==> config.mk <==
export PLATFORM = sky130hd
export DESIGN_NAME = cc_timer_irq
export DESIGN_NICKNAME = d
export VERILOG_FILES = /design/src/rtl/cc_timer_pkg.sv /design/src/rtl/cc_edge_sync.sv /design/src/rtl/cc_match_sel.sv /design/src/rtl/cc_timer_irq.sv
export SDC_FILE = /design/constraint.sdc
export NUM_CORES = 1
export LEC_CHECK = 0
export CORE_MARGIN = 4
export CORE_UTILIZATION = 55
export DETAILED_ROUTE_END_ITERATION = 8
export HOLD_SLACK_MARGIN = 0.08
export PLACE_DENSITY = 0.74
export SYNTH_ARGS = -nofsm -noshare
export SYNTH_HDL_FRONTEND = slang
export SYNTH_HIERARCHICAL = 1
export SYNTH_SLANG_ARGS = --single-unit
==> constraint.sdc <==
create_clock -name clk_i -period 4.9 [get_ports clk_i]
set_clock_uncertainty 0.05 [all_clocks]
set_input_delay 1.225 -clock clk_i [delete_from_list [all_inputs] [get_ports clk_i]]
set_output_delay 1.225 -clock clk_i [all_outputs]
set_load 0.005 [all_outputs]
==> src/rtl/cc_timer_pkg.sv <==
package cc_timer_pkg;
    localparam int CNT_W  = 16;
    localparam int BUS_W  = 8;
    localparam int ADDR_W = 4;
    localparam int CAP_N  = 2;
    localparam int CMP_N  = 2;
    localparam int BYTES  = CNT_W / BUS_W;

    // control register bit positions, decoded by software
    localparam int F_OVF_IE = 0;
    localparam int F_OVF    = 1;
    localparam int F_CMP_IE = 2;
    localparam int F_CMP0   = 3;
    localparam int F_CAP_IE = 5;
    localparam int F_CAP0   = 6;

    // register map bases
    localparam int A_CTRL     = 0;
    localparam int A_CNT_BASE = 1;
    localparam int A_CMP_BASE = A_CNT_BASE + BYTES;
    localparam int A_CAP_BASE = A_CMP_BASE + CMP_N * BYTES;

    typedef struct packed {
        logic [CNT_W-1:0]            cnt;
        logic [CMP_N-1:0][CNT_W-1:0] cmp;
        logic [CAP_N-1:0][CNT_W-1:0] cap;
        logic [BUS_W-1:0]            ctrl;
    } state_t;
endpackage

==> src/rtl/cc_edge_sync.sv <==
module cc_edge_sync #(
    parameter int STAGES = 2
) (
    input  logic clk_i,
    input  logic rst_ni,
    input  logic pin_i,
    output logic rise_o
);
    localparam int SH_W = STAGES + 1;

    logic [SH_W-1:0] sh_d, sh_q;

    always_comb begin
        sh_d = {sh_q[SH_W-2:0], pin_i};
    end

    always_ff @(posedge clk_i) begin
        if (!rst_ni) sh_q <= '0;
        else         sh_q <= sh_d;
    end

    assign rise_o = sh_q[STAGES-1] & ~sh_q[STAGES];
endmodule

==> src/rtl/cc_match_sel.sv <==
module cc_match_sel #(
    parameter int W = 16
) (
    input  logic         clk_i,
    input  logic         rst_ni,
    input  logic         tick_i,
    input  logic [W-1:0] cnt_next_i,
    input  logic [W-1:0] cmp0_i,
    input  logic [W-1:0] cmp1_i,
    output logic [1:0]   hit_o,
    output logic         sel_o
);
    logic sel_d, sel_q;
    logic [W-1:0] active;

    always_comb begin
        active   = sel_q ? cmp1_i : cmp0_i;
        hit_o    = 2'b00;
        if (tick_i && (cnt_next_i == active)) hit_o[sel_q] = 1'b1;
        sel_d    = sel_q ^ (|hit_o);
    end

    always_ff @(posedge clk_i) begin
        if (!rst_ni) sel_q <= 1'b0;
        else         sel_q <= sel_d;
    end

    assign sel_o = sel_q;
endmodule

==> src/rtl/cc_timer_irq.sv <==
module cc_timer_irq
    import cc_timer_pkg::*;
#(
    parameter int SYNC_STAGES = 2
) (
    input  logic              clk_i,
    input  logic              rst_ni,
    input  logic              tick_i,
    input  logic [CAP_N-1:0]  cap_i,
    input  logic              wr_en_i,
    input  logic [ADDR_W-1:0] addr_i,
    input  logic [BUS_W-1:0]  wdata_i,
    output logic [BUS_W-1:0]  rdata_o,
    output logic              irq_o
);
    state_t st_d, st_q;

    logic [CAP_N-1:0] cap_rise;
    logic [CMP_N-1:0] cmp_hit;
    logic             cmp_sel;
    logic [CNT_W-1:0] cnt_inc;
    logic             ovf;

    assign cnt_inc = st_q.cnt + CNT_W'(1);
    assign ovf     = tick_i & (&st_q.cnt);

    for (genvar k = 0; k < CAP_N; k++) begin : g_cap
        cc_edge_sync #(.STAGES(SYNC_STAGES)) u_sync (
            .clk_i  (clk_i),
            .rst_ni (rst_ni),
            .pin_i  (cap_i[k]),
            .rise_o (cap_rise[k])
        );
    end

    cc_match_sel #(.W(CNT_W)) u_match (
        .clk_i      (clk_i),
        .rst_ni     (rst_ni),
        .tick_i     (tick_i),
        .cnt_next_i (cnt_inc),
        .cmp0_i     (st_q.cmp[0]),
        .cmp1_i     (st_q.cmp[1]),
        .hit_o      (cmp_hit),
        .sel_o      (cmp_sel)
    );

    always_comb begin
        st_d = st_q;
        if (tick_i) st_d.cnt = cnt_inc;

        if (wr_en_i) begin
            if (addr_i == ADDR_W'(A_CTRL)) st_d.ctrl = wdata_i;
            for (int k = 0; k < CMP_N; k++) begin
                for (int b = 0; b < BYTES; b++) begin
                    if (addr_i == ADDR_W'(A_CMP_BASE + k*BYTES + b))
                        st_d.cmp[k][b*BUS_W +: BUS_W] = wdata_i;
                end
            end
        end

        // hardware sets come after the software write so they win
        if (ovf) st_d.ctrl[F_OVF] = 1'b1;
        for (int k = 0; k < CAP_N; k++) begin
            if (cap_rise[k]) begin
                st_d.cap[k]             = st_q.cnt;
                st_d.ctrl[F_CAP0 + k]   = 1'b1;
            end
        end
        for (int k = 0; k < CMP_N; k++) begin
            if (cmp_hit[k]) st_d.ctrl[F_CMP0 + k] = 1'b1;
        end
    end

    always_ff @(posedge clk_i) begin
        if (!rst_ni) st_q <= '0;
        else         st_q <= st_d;
    end

    always_comb begin
        rdata_o = '0;
        if (addr_i == ADDR_W'(A_CTRL)) rdata_o = st_q.ctrl;
        for (int b = 0; b < BYTES; b++) begin
            if (addr_i == ADDR_W'(A_CNT_BASE + b))
                rdata_o = st_q.cnt[b*BUS_W +: BUS_W];
        end
        for (int k = 0; k < CMP_N; k++) begin
            for (int b = 0; b < BYTES; b++) begin
                if (addr_i == ADDR_W'(A_CMP_BASE + k*BYTES + b))
                    rdata_o = st_q.cmp[k][b*BUS_W +: BUS_W];
            end
        end
        for (int k = 0; k < CAP_N; k++) begin
            for (int b = 0; b < BYTES; b++) begin
                if (addr_i == ADDR_W'(A_CAP_BASE + k*BYTES + b))
                    rdata_o = st_q.cap[k][b*BUS_W +: BUS_W];
            end
        end
    end

    assign irq_o = ((|st_q.ctrl[F_CAP0 +: CAP_N]) & st_q.ctrl[F_CAP_IE])
                 | ((|st_q.ctrl[F_CMP0 +: CMP_N]) & st_q.ctrl[F_CMP_IE])
                 | (st_q.ctrl[F_OVF] & st_q.ctrl[F_OVF_IE]);
endmodule

==> results.md <==
- H-tree depth: 3
- Fin area: 5640 µm²
- Placed cell count: 702
- Layout area overhead: 8.58%
- First drt pass iteration count: 7
- Max Clock Freq: 0.214 GHz
- Mapped Area: 5190 µm²
- Max transition margin: 0.326
- Die area: 11100 µm²
- Critical path class: in2out
- CP Max Fanout: 43
- Initial core utilization: 0.564
- Clock transition at the registers of the reported paths: 0.09 ns
- DRC: 0
- Status: finished clean
- Gr usage total: 0.255
- Worst slew pin tran: 1.01 ns
- Final slew viol count: 0
- Yosys reg bits: 95
- Critical Path Source Type: input port
- I/O Buffers: 26
- Critical Path Slowest Stage Cell: clkdlybuf4s50_1
- Required time worst endpoint: 3.62 ns
- Largest net degree at the start of global routing: 85
- Final Hold Vio Count: 0
- Share of cells above drive strength 1: 0.0659
- Cell Chain, Critical Path: clkdlybuf4s50_1 -> buf_12 -> nand2b_1 -> buf_4 -> a21oi_1 -> o31ai_1 -> a22oi_1 -> clkdlybuf4s50_1
- Antenna diodes: 0
- Minimum clock period: 4.68 ns
- Vias: 4363
- Commonest non-fill, non-tap cell in the layout: dfxtp_1
- Root buffer cell: clkbuf_8
- Num CTS Buffers: 9
- WL final: 13.7 mm
- Tot Pwr: 1.45 mW
- Critical Path AT: 3.41 ns
- Final period util: 0.955
- Yosys warns: 6
- Commonest cells after routing, fill and taps aside: 95 x dfxtp_1, 86 x mux2i_1, 75 x nor2_1
- Post-Syn Instances: 602
- Worst vdd ir: 0.155 mV
- Placed cell areas: 5450 µm²
- GRT overflow: 0
- Max-cap violations: 0
- Hold-fix buffers, CTS: 0
- Row Count: 35
- Final Setup Violations: 0
- Worst-skew pair later-pin latency: 0.36 ns
- Final net count: 623
- Die X-Extent: 105 µm
- Fraction of the yosys area taken by sequential cells: 0.366
- Final cell count without fillers: 718
- Unrepaired setup endpoints after global routing: false
- Final setup TNS: 0 ns
- Global-route wire length before repair: 22.5 mm
- Final Util: 0.613
- Vias in the first global route: 4312
- Top FF cell, synth: dfxtp_1
- Post-synth EDFFs: 0
- Drt wl/cell: 19.0 µm
- GP Congestion: 0.943
- IO Pins: 27
- Fill cell count: 818
- CP dominant cell by count: clkdlybuf4s50_1
- Vias per cell: 6.08
- TritonCTS clock tree: built
- Synth async-reset ratio: 0
- Synth Net Count: 623
- Antenna violations before repair: 0
- Maximum buffer depth of the clock tree: 2
- DIE HEIGHT: 105 µm
- Pwr dens: 256 nW/µm²
- Hold crit path type: reg2reg
- Clock Sinks: 95
- ANT nets after route: 0
- Pleak: 2.05 nW
- HPWL after DPL: 9.82 mm
- Worst Setup End Kind: primary output
- Core Region: 9200 µm²
- Avg Cell Area, Syn: 8.62 µm²
- Post-synth cell types: 49
- Iteration-0 DRC Markers: 366
- Slowest stage delay, CP: 0.51 ns
-- per-layer routing --
metal  share of wire  wire length, µm  track usage
met1            0.43             5860        0.339
met2            0.48             6560        0.417
met3           0.070              957       0.0482
met4           0.020              280       0.0834
met5               0                0            0
-- report_power, final --
| group | internal, mW | leakage, nW | switching (mW) | total, mW |
|---|---|---|---|---|
| registers | 0.782 | 0.768 | 0.0176 | 0.800 |
| logic | 0.0735 | 1.20 | 0.0888 | 0.162 |
| clock network | 0.203 | 0.0901 | 0.280 | 0.483 |
| total | 1.06 | 2.05 | 0.386 | 1.45 |
-- final cells by class --
| class | count | area, µm² | share of cell area |
|---|---|---|---|
| Multi-Input combinational cell | 438 | 2960 | 0.525 |
| Inverter | 18 | 67.6 | 0.0120 |
| Tap cell | 111 | 139 | 0.0246 |
| Timing Repair Buffer | 40 | 385 | 0.0684 |
| Clock buffer | 11 | 141 | 0.0251 |
| Sequential cell | 95 | 1900 | 0.337 |
| Clock inverter | 5 | 42.5 | 0.00755 |
-- sequential cells by signal (all words and copies together) (netlist names) --
| name | count |
|---|---|
| st_q | 88 |
| g_cap.u_sync/sh_q | 6 |
| u_match/sel_o | 1 |
-- synthesized netlist by cell type, drive strengths merged, types with 3 or more instances --
cell type / number / area [µm²]
buf: 33 / 195
nor2b: 10 / 77.6
nand2: 34 / 128
mux2i: 86 / 861
xnor2: 18 / 158
nand2b: 6 / 37.5
and2: 13 / 81.3
or4bb: 3 / 33.8
inv: 18 / 67.6
ha: 3 / 37.5
o22ai: 5 / 31.3
nand3: 16 / 90.1
nand3b: 4 / 30.0
nor3: 4 / 20.0
and4: 3 / 26.3
or3: 4 / 25.0
o31ai: 5 / 37.5
nand4b: 3 / 26.3
nor4: 4 / 37.5
a21oi: 33 / 165
o21ai: 44 / 220
nor2: 75 / 282
o2bb2ai: 8 / 70.1
xor2: 21 / 184
clkbuf: 18 / 67.6
a22oi: 5 / 37.5
nand4: 6 / 52.6
dfxtp: 95 / 1900
o211ai: 5 / 37.5
-- per-stage QoR --
step	hold WS [ns]	setup WS, ns
global placement	0.364	0.229
CTS	0.401	0.165
finish	0.396	0.219
detailed placement	0.371	0.160
global route	0.412	0.0273
floorplan	0.362	1.30
-- final timing paths --
check                                                        start                            endpoint  slack, ns  cells after the start
worst max-delay path                                     addr_i[0]                          rdata_o[1]       0.22                      8
worst min-delay path            g_cap[1].u_sync/sh_q[0]$_SDFF_PN0_  g_cap[1].u_sync/sh_q[1]$_SDFF_PN0_       0.40                      1
worst max register to register               st_q[76]$_SDFFE_PN0P_                st_q[3]$_SDFFE_PN0P_       1.77                     11
worst min register to register  g_cap[1].u_sync/sh_q[0]$_SDFF_PN0_  g_cap[1].u_sync/sh_q[1]$_SDFF_PN0_       0.40                      1
-- logic make-up after synthesis --
kind of cell    synth area share
buf+inv                   0.0636
compound gates             0.135
simple gates               0.191
xor+xnor                  0.0658
fa+ha+maj                0.00723
mux                        0.170
flops                      0.366
-- critical path, delay by kind of cell --
| family | cells | cell delay, ns |
|---|---|---|
| AO/OA/AOI/OAI | 3 | 0.48 |
| AND/OR/NAND/NOR | 1 | 0.28 |
| buffers and inverters | 4 | 1.42 |
-- timing repair --
item | in CTS | in global routing
setup buffers | 0 | 0
gates resized for setup | 0 | 1
setup endpoints to repair | 0 | 1
Note: power is estimated with default switching activity, not from simulation.
